`config.mk`:
```
export PLATFORM = sky130hd
export DESIGN_NAME = rztx_top
export DESIGN_NICKNAME = d
export VERILOG_FILES = /design/src/rtl/rztx_pkg.sv /design/src/rtl/rztx_fifo.sv /design/src/rtl/rztx_halftick.sv /design/src/rtl/rztx_fsm.sv /design/src/rtl/rztx_top.sv
export SDC_FILE = /design/constraint.sdc
export NUM_CORES = 1
export LEC_CHECK = 0
export BUFFER_PORTS_ARGS = -buffer_cell sky130_fd_sc_hd__buf_2
export CORE_MARGIN = 3
export CORE_UTILIZATION = 45
export CTS_CLUSTER_DIAMETER = 60
export DETAILED_ROUTE_END_ITERATION = 10
export PLACE_DENSITY = 0.71
export SLEW_MARGIN = 20
export SYNTH_ARGS = -nofsm -noshare
export SYNTH_HDL_FRONTEND = slang
export SYNTH_HIERARCHICAL = 1
export SYNTH_SLANG_ARGS = --single-unit
```
`constraint.sdc`:
```
create_clock -name clk -period 4.47 [get_ports clk]
set_clock_uncertainty 0.15 [all_clocks]
set_input_delay 0.894 -clock clk [delete_from_list [all_inputs] [get_ports clk]]
set_output_delay 0.894 -clock clk [all_outputs]
set_load 0.005 [all_outputs]
```
`src/rtl/rztx_pkg.sv`:
```
package rztx_pkg;
    typedef enum logic [1:0] {
        S_IDLE  = 2'd0,
        S_MARK  = 2'd1,
        S_SPACE = 2'd2,
        S_GAP   = 2'd3
    } tx_state_e;
endpackage

```
`src/rtl/rztx_fifo.sv`:
```
module rztx_fifo #(
    parameter int W     = 32,
    parameter int DEPTH = 32
) (
    input  logic                       clk,
    input  logic                       rst_n,
    input  logic                       push,
    input  logic [W-1:0]               din,
    input  logic                       pop,
    output logic [W-1:0]               dout,
    output logic [$clog2(DEPTH+1)-1:0] count
);
    localparam int AW = $clog2(DEPTH);
    localparam int CW = $clog2(DEPTH + 1);

    logic [W-1:0]  mem [DEPTH];
    logic [AW-1:0] wptr, rptr;

    function automatic logic [AW-1:0] nxt(input logic [AW-1:0] p);
        return (p == AW'(DEPTH - 1)) ? '0 : p + 1'b1;
    endfunction

    always_ff @(posedge clk) begin
        if (push) mem[wptr] <= din;
    end

    always_ff @(posedge clk or negedge rst_n) begin
        if (!rst_n) begin
            wptr  <= '0;
            rptr  <= '0;
            count <= '0;
        end else begin
            if (push) wptr <= nxt(wptr);
            if (pop)  rptr <= nxt(rptr);
            unique case ({push, pop})
                2'b10:   count <= count + CW'(1);
                2'b01:   count <= count - CW'(1);
                default: count <= count;
            endcase
        end
    end

    assign dout = mem[rptr];
endmodule

```
`src/rtl/rztx_halftick.sv`:
```
module rztx_halftick #(
    parameter int DIV_FAST = 10,
    parameter int DIV_SLOW = 80
) (
    input  logic clk,
    input  logic rst_n,
    input  logic clr,
    input  logic slow,
    output logic tick
);
    localparam int HF = DIV_FAST / 2;
    localparam int HS = DIV_SLOW / 2;
    localparam int CW = $clog2(HS + 1);

    logic [CW-1:0] cnt;
    logic [CW-1:0] lim;

    assign lim  = slow ? CW'(HS - 1) : CW'(HF - 1);
    assign tick = !clr && (cnt == lim);

    always_ff @(posedge clk or negedge rst_n) begin
        if (!rst_n)          cnt <= '0;
        else if (clr || tick) cnt <= '0;
        else                 cnt <= cnt + 1'b1;
    end
endmodule

```
`src/rtl/rztx_fsm.sv`:
```
module rztx_fsm
    import rztx_pkg::*;
#(
    parameter int W        = 32,
    parameter int GAP_BITS = 4
) (
    input  logic         clk,
    input  logic         rst_n,
    input  logic         have_word,
    input  logic [W-1:0] word_in,
    input  logic         par_en,
    input  logic         par_inv,
    input  logic         rate_slow,
    input  logic         tick,
    output logic         pop,
    output logic         tick_clr,
    output logic         rate_q,
    output logic         tx_hi,
    output logic         tx_lo,
    output tx_state_e    state_o
);
    localparam int BW        = $clog2(W);
    localparam int GAP_TICKS = 2 * GAP_BITS;
    localparam int GW        = $clog2(GAP_TICKS);

    tx_state_e     state, state_nx;
    logic [W-1:0]  shreg;
    logic [BW-1:0] bit_cnt;
    logic [GW-1:0] gap_cnt;
    logic [W-1:0]  load_word;
    logic          last_bit;

    // Parity bit makes the ones count of all W bits odd (inv=0) or even (inv=1)
    always_comb begin
        load_word = word_in;
        if (par_en)
            load_word[W-1] = par_inv ? (^word_in[W-2:0]) : ~(^word_in[W-2:0]);
    end

    assign last_bit = (bit_cnt == BW'(W - 1));

    // State register
    always_ff @(posedge clk or negedge rst_n) begin
        if (!rst_n) state <= S_IDLE;
        else        state <= state_nx;
    end

    // Next-state logic
    always_comb begin
        state_nx = state;
        unique case (state)
            S_IDLE:  if (have_word) state_nx = S_MARK;
            S_MARK:  if (tick)      state_nx = S_SPACE;
            S_SPACE: if (tick)      state_nx = last_bit ? S_GAP : S_MARK;
            S_GAP:   if (tick && gap_cnt == GW'(GAP_TICKS - 1)) state_nx = S_IDLE;
            default:                state_nx = S_IDLE;
        endcase
    end

    // Datapath registers
    always_ff @(posedge clk or negedge rst_n) begin
        if (!rst_n) begin
            shreg   <= '0;
            bit_cnt <= '0;
            gap_cnt <= '0;
            rate_q  <= 1'b0;
        end else begin
            if (pop) begin
                shreg   <= load_word;
                bit_cnt <= '0;
                gap_cnt <= '0;
                rate_q  <= rate_slow;
            end else if (state == S_SPACE && tick && !last_bit) begin
                shreg   <= shreg >> 1;
                bit_cnt <= bit_cnt + 1'b1;
            end else if (state == S_GAP && tick) begin
                gap_cnt <= gap_cnt + 1'b1;
            end
        end
    end

    // Outputs
    always_comb begin
        pop      = (state == S_IDLE) && have_word;
        tick_clr = (state == S_IDLE);
        tx_hi    = (state == S_MARK) &&  shreg[0];
        tx_lo    = (state == S_MARK) && !shreg[0];
        state_o  = state;
    end
endmodule

```
`src/rtl/rztx_top.sv`:
```
module rztx_top
    import rztx_pkg::*;
#(
    parameter int DEPTH    = 32,
    parameter int DIV_FAST = 10,
    parameter int DIV_SLOW = 80,
    parameter int GAP_BITS = 4
) (
    input  logic        clk,
    input  logic        rst_n,
    input  logic        wr_en,
    input  logic [31:0] wr_data,
    input  logic        par_en,
    input  logic        par_inv,
    input  logic        rate_slow,
    output logic        tx_hi,
    output logic        tx_lo,
    output logic        fifo_empty,
    output logic        fifo_full,
    output logic        fifo_half,
    output logic        full_n,
    output logic        half_n
);
    localparam int W  = 32;
    localparam int CW = $clog2(DEPTH + 1);

    logic [CW-1:0] count;
    logic [W-1:0]  head;
    logic          push, pop, tick, tick_clr, rate_q;
    tx_state_e     state;

    assign push       = wr_en && !fifo_full;
    assign fifo_empty = (count == '0);
    assign fifo_full  = (count == CW'(DEPTH));
    assign fifo_half  = (count >= CW'(DEPTH / 2));
    assign full_n     = ~fifo_full;
    assign half_n     = ~fifo_half;

    rztx_fifo #(.W(W), .DEPTH(DEPTH)) fifo_u (
        .clk(clk), .rst_n(rst_n), .push(push), .din(wr_data),
        .pop(pop), .dout(head), .count(count)
    );

    rztx_halftick #(.DIV_FAST(DIV_FAST), .DIV_SLOW(DIV_SLOW)) tick_u (
        .clk(clk), .rst_n(rst_n), .clr(tick_clr), .slow(rate_q), .tick(tick)
    );

    rztx_fsm #(.W(W), .GAP_BITS(GAP_BITS)) fsm_u (
        .clk(clk), .rst_n(rst_n), .have_word(!fifo_empty), .word_in(head),
        .par_en(par_en), .par_inv(par_inv), .rate_slow(rate_slow), .tick(tick),
        .pop(pop), .tick_clr(tick_clr), .rate_q(rate_q),
        .tx_hi(tx_hi), .tx_lo(tx_lo), .state_o(state)
    );
endmodule

```
* Word-level counts from Yosys, hierarchy flattened *
Memories as Yosys holds them, arrays and structs flattened.
Cells that the tools add are included.

word-level totals
  input bits = 38
  memories kept = 1
  output and inout port bits = 7
  register bits = 65
  logic and storage cells = 82
  RAM bits = 1024

cells by class
  $add $sub $neg = 7
  bitwise operators = 3
  multiplexer cells = 22
  order comparisons = 1
  reduce and logical (&&, ||, !) cells = 23
  eq/ne operators = 16

memory list
  memory      words  width  read ports  clocked after memory_dff  wr ports  line             source
  fifo_u.mem  32     32     1           0                         1         rztx_fifo.sv:16  logic [W-1:0] mem [DEPTH];

operators with widths
  operator                                                            count
  two-way mux 32 bit                                                  2
  parity 31 bit                                                       1
  two-way mux 5 bit                                                   4
  adder 5 x 1 -> 5 bit (second input constant)                        3
  equality test 5 bit (second input constant)                         3
  adder 6 x 1 -> 6 bit (second input constant)                        2
  two-way mux 6 bit                                                   2
  one-hot mux 6 bit (2 select lines)                                  1
  two-way mux 2 bit                                                   5
  logical AND 1 bit                                                   9
  two-way mux 3 bit                                                   3
  one-hot mux 2 bit (4 select lines)                                  1
  equality test 2 bit (second input constant)                         3
  equality test 6 bit                                                 1
  equality test 6 bit (second input constant)                         1
  greater-or-equal comparator 6 x 5 -> 1 bit (second input constant)  1
  zero test 6 bit                                                     1
  inequality test 2 x 1 -> 1 bit (second input constant)              3
  nonzero test 2 bit                                                  3
  subtractor 6 x 1 -> 6 bit (second input constant)                   1
  zero test 1 bit                                                     5
  equality test 2 x 1 -> 1 bit (second input constant)                2
  two-way mux 1 bit                                                   4
  inequality test 2 bit (second input constant)                       2
  7 further kinds                                                     9

* Depth between registers and ports, before layout *
  depth in word-level cells = 7
  mapped depth = 13

* By module *
The synthesis kept the hierarchy.

by module, submodules not included
  module         area each (µm²)  cells an instance  times used  sequential area each (µm²)
  rztx_fifo      40572.7          2296               1           31149.9
  rztx_fsm       2195.9           228                1           1076.0
  rztx_halftick  325.3            30                 1           150.1
  rztx_top       65.1             10                 1           0.0

* Worst setup path before layout *
OpenSTA, ideal clock, no wires.

  kind = input-to-reg
  start = input port wr_en
  end = memory fifo_u.mem[4][0], enable pin
  slack = -19 ps
  setup time = 461 ps
  stages on the path = 5
  arrival = 3878 ps
  cells stage by stage = inv_1 -> a31oi_1 -> clkbuf_1 -> nand2_1 -> nor3_1

on the way
  word-level cells in the longest chain between the ends = 3

ends and longest elaborated chain
  item                                     line             source
  start: declaration                       rztx_top.sv:11   input logic wr_en,
  logical AND 1 bit                        rztx_top.sv:32   assign push = wr_en && !fifo_full;
  named net push                           rztx_top.sv:29   logic push, pop, tick, tick_clr, rate_q;
  two-way mux 1 bit                        rztx_fifo.sv:24  if (push) mem[wptr] <= din;
  two-way mux 1 bit (implied by the code)  rztx_fifo.sv:24
  end: declaration                         rztx_fifo.sv:16

The timed path passes the listed nets, and every way through them passes these cells.

* Worst setup path in the final report *
  start = register fifo_u.rptr[1]
  end = register fsm_u.shreg[31]

on the way
  word-level cells in the longest chain between the ends = 6

ends and longest elaborated chain
  item                      line             source
  start: declaration        rztx_fifo.sv:17  logic [AW-1:0] wptr, rptr;
  start signal: assignment  rztx_fifo.sv:34  if (pop) rptr <= nxt(rptr);
  memory (32 x 32 bit) *    -
  named net head[9]         rztx_top.sv:28   logic [W-1:0] head;
  parity 31 bit *           rztx_fsm.sv:37   load_word[W-1] = par_inv ? (^word_in[W-2:0]) : ~(^word_in[W-2:0]);
  inverter 1 bit            rztx_fsm.sv:37
  two-way mux 1 bit *       rztx_fsm.sv:37
  two-way mux 1 bit *       rztx_fsm.sv:36   if (par_en)
  two-way mux 32 bit *      rztx_fsm.sv:68   if (pop) begin
  end signal: assignment    rztx_fsm.sv:69   shreg <= load_word;
  end signal: assignment    rztx_fsm.sv:74   shreg <= shreg >> 1;
  end: declaration          rztx_fsm.sv:27   logic [W-1:0] shreg;

Mark *: on every way through the listed nets, which the timed path passes. The rest lies on a longest branch.
A chain may end at the register's enable or synchronous reset.

==> impl_metrics.toml <==
[status]
outcome = "finished, final reports clean"

[sta]
slew_violations = 0
rsz0062_at_grt = "no"
finalHoldViolCount = 0
fin_crit_ns = 4.141
max-slew-margin-rel_pct = 28.49
setup_slack_ns = 0.3295
max_freq_mhz = 241.5
setup_viol = 0
whs_ns = 0.2756
tightest_slew_ns = 1.073
fin_crit_sh_pct = 92.63

[worst_setup_path]
cp.arrival_ns = 4.52
cp_max_fo = 43
r2r-start = "fifo_u/rptr[1]"
critPathCaptureType = "register"
crit_type = "register to register"
critPathLaunchType = "register"
crit_start = "fifo_u/rptr[1]"
cp_data_required_time_ns = 4.85

[synth]
syn_avg_cell_area_um2 = 16.83
syn_area_mm2 = 0.04316
synth_cell_types = 57
async_flop_share_pct = 5.969
synth-main-ff-cell = "edfxtp_1"
ys_seq_elements = 1089
synth_enable_flop_cells = 1024
yosys.area.top_type_share_pct = 71.25
ys_seq_area_share_pct = 75.02
synthTopCellsByArea = "edfxtp_1 71%, mux2i_1 12%, a22oi_1 3.9%"
synth_nets = 2617
syn_inst = 2564
synth_top_area_cell = "edfxtp_1"
yosysWarnings = 6

[cells_and_area]
fillCellCount = 7347
nNetsFinal = 2714
final_area_mm2 = 0.04929
area_growth_pct = 14.21
drive_gt1_share_pct = 12.89
stdcell_count = 4010
multiInputGateArea_mm2 = 0.01027
regArea_mm2 = 0.03238

[power_and_ir_drop]
clockPowerShare_pct = 30.6
pwr-share-comb_pct = 28.3
internal-power_mw = 20.66
ir_worst_vdd_uv = 510.3
p_seq_share_pct = 41.1
leakagePower_nw = 16.72
switching_share_pct = 31.51
powerDensity_mw_per_mm2 = 612.1
p_switching_mw = 9.507

[clock_network]
cts.sinks = 1089
path_clk_slew_ns = 0.07
clockBufferDepth = 3
worstSkewPairLatency_ns = 0.67
clock-root-buffer = "clkbuf_16"
holdBufCountCts = 0
htree_levels = 3
cts_tree = "yes"
cts_resized = 0
postCtsSetupRepairBufs = 0
cts_inserted_buffers = 108

[flow_run]
maxCapViolCount = 0

[grt]
antenna_found_initial = 4
grt_pass1_wl_mm = 159.2
track_usage_pct = 21.74
grt_max_degree = 71
grt.overflow.total = 0
first_global_vias = 24010

[route]
drt_pass1_iterations = 6
wl_per_cell_um = 27.23
routed-via-count = 24016
drc_errors = 0
vias_per_cell = 5.989
wl_mm = 109.2
drt_iter0_drc = 3153
final_antenna_net_count = 0

[die]
rows = 112
die_y_um = 315.7
die_w_um = 315.7
io_pins = 45
initial_core_util_pct = 45.83
die-area_mm2 = 0.09966
coreArea_mm2 = 0.09417

[place]
place_ws_ns = 0.5004
dp.cells = 3805
place_area_mm2 = 0.04564
gp_congestion = 0.7909
port_buffers = 44
dp_hpwl_mm = 58.00

[hold_path]
min_path_type = "input pin to asynchronous set/reset pin"
## metrics by stage
| step | TNS (ns) | total power, mW | utilization [%] |
|---|---|---|---|
| after CTS | 0 | 30.25 | 52.34 |
| after floorplan | -3.643 | 18.51 | - |
| after detailed placement | 0 | 21.06 | 48.47 |
| final | 0 | 30.17 | 52.34 |
| after global placement | 0 | 20.91 | 48.41 |
| after global routing | 0 | 31.26 | 52.34 |
## per-layer routing
layer  up-vias  share of wire, %  routed length, um  GRT usage, %
met4         4               3.1               3405         7.206
li1      10309                 -                  -             -
met5         -             0.025                 27             0
met2      1142                49              53200         35.91
met1     12332                40              44070         29.55
met3       229               7.8               8491         3.572
## critical path, cell delays in order, from the launching register on
cell,delay [ns]
dfrtp_4,0.66
buf_12,0.26
buf_12,0.33
mux2i_1,0.24
a22oi_1,0.12
nand3_1,0.14
nand4_1,0.26
xnor2_1,0.38
xnor2_1,0.20
xnor2_1,0.17
xnor2_1,0.74
xnor2_1,0.21
o21ai_1,0.09
## cells by family after synthesis
family | synth area share (%)
AOI/OAI and AO/OA | 5.282
xor gates and xnor gates | 0.8523
adders and majority gates | 0.4349
buffers and inverters | 1.786
DFF | 75.02
muxes | 12.05
and+or+nand+nor | 4.575
## final timing paths
kind | slack (ns) | cells after the start | endpoint
max | 0.33 | 12 | fsm_u/shreg[31]
min | 0.28 | 1 | tick_u/cnt[5]
max reg2reg | 0.33 | 12 | fsm_u/shreg[31]
min reg2reg | 0.33 | 2 | fsm_u/shreg[28]
max in group asynchronous | 3.09 | 1 | fifo_u/rptr[1]
min in group clk | 0.32 | 2 | fsm_u/rate_q
## state kept, by name, indices dropped and copies added, names as in the netlist
name           flops
fifo_u/wptr        5
tick_u/cnt         6
fsm_u/shreg       32
fsm_u/rate_q       1
fsm_u/state_o      2
fifo_u/mem      1024
fsm_u/gap_cnt      3
fsm_u/bit_cnt      5
fifo_u/count       6
fifo_u/rptr        5
## layout by cell type, fill, tap and decap left out, types with 11 or more instances in the layout
master and count:
clkinv_1 21, xnor2_1 33, ha_1 15, dfrtp_1 64
nand4_1 35, a21oi_1 73, clkbuf_16 110, nand3_1 136
mux2i_1 513, nand2_1 141, nor3_2 11, a22oi_1 224
buf_4 58, buf_2 43, clkinv_2 17, clkbuf_1 21
bufinv_16 15, nor2_1 14, nor2_4 24, edfxtp_1 1024
inv_1 11, buf_12 35
## synth_stat cells, drive strengths merged, types with 33 or more instances
master,n
nand3,136
clkbuf,64
nand2,141
mux2i,513
a21oi,73
nor2,38
edfxtp,1024
xnor2,33
buf,86
nand4,35
dfrtp,65
a22oi,224
## cell type report
class	instances	area share [%]
clock buffers	133	5.800
diodes	1	0.005077
multi-input cells	1313	20.83
clock inverters	71	1.602
repair buffers	137	2.797
well taps	1254	3.183
inverters	12	0.09138
flip-flops and latches	1089	65.69
## power by group through the flow
stage,combinational (mW),sequential (mW),clock (mW)
after detailed placement,8.46,12.6,0
after CTS,8.52,12.4,9.33
after global routing,9.02,12.5,9.77
after global placement,8.35,12.6,0
final,8.53,12.4,9.24
after floorplan,6.12,12.4,0
(Power assumes the default switching activity.)
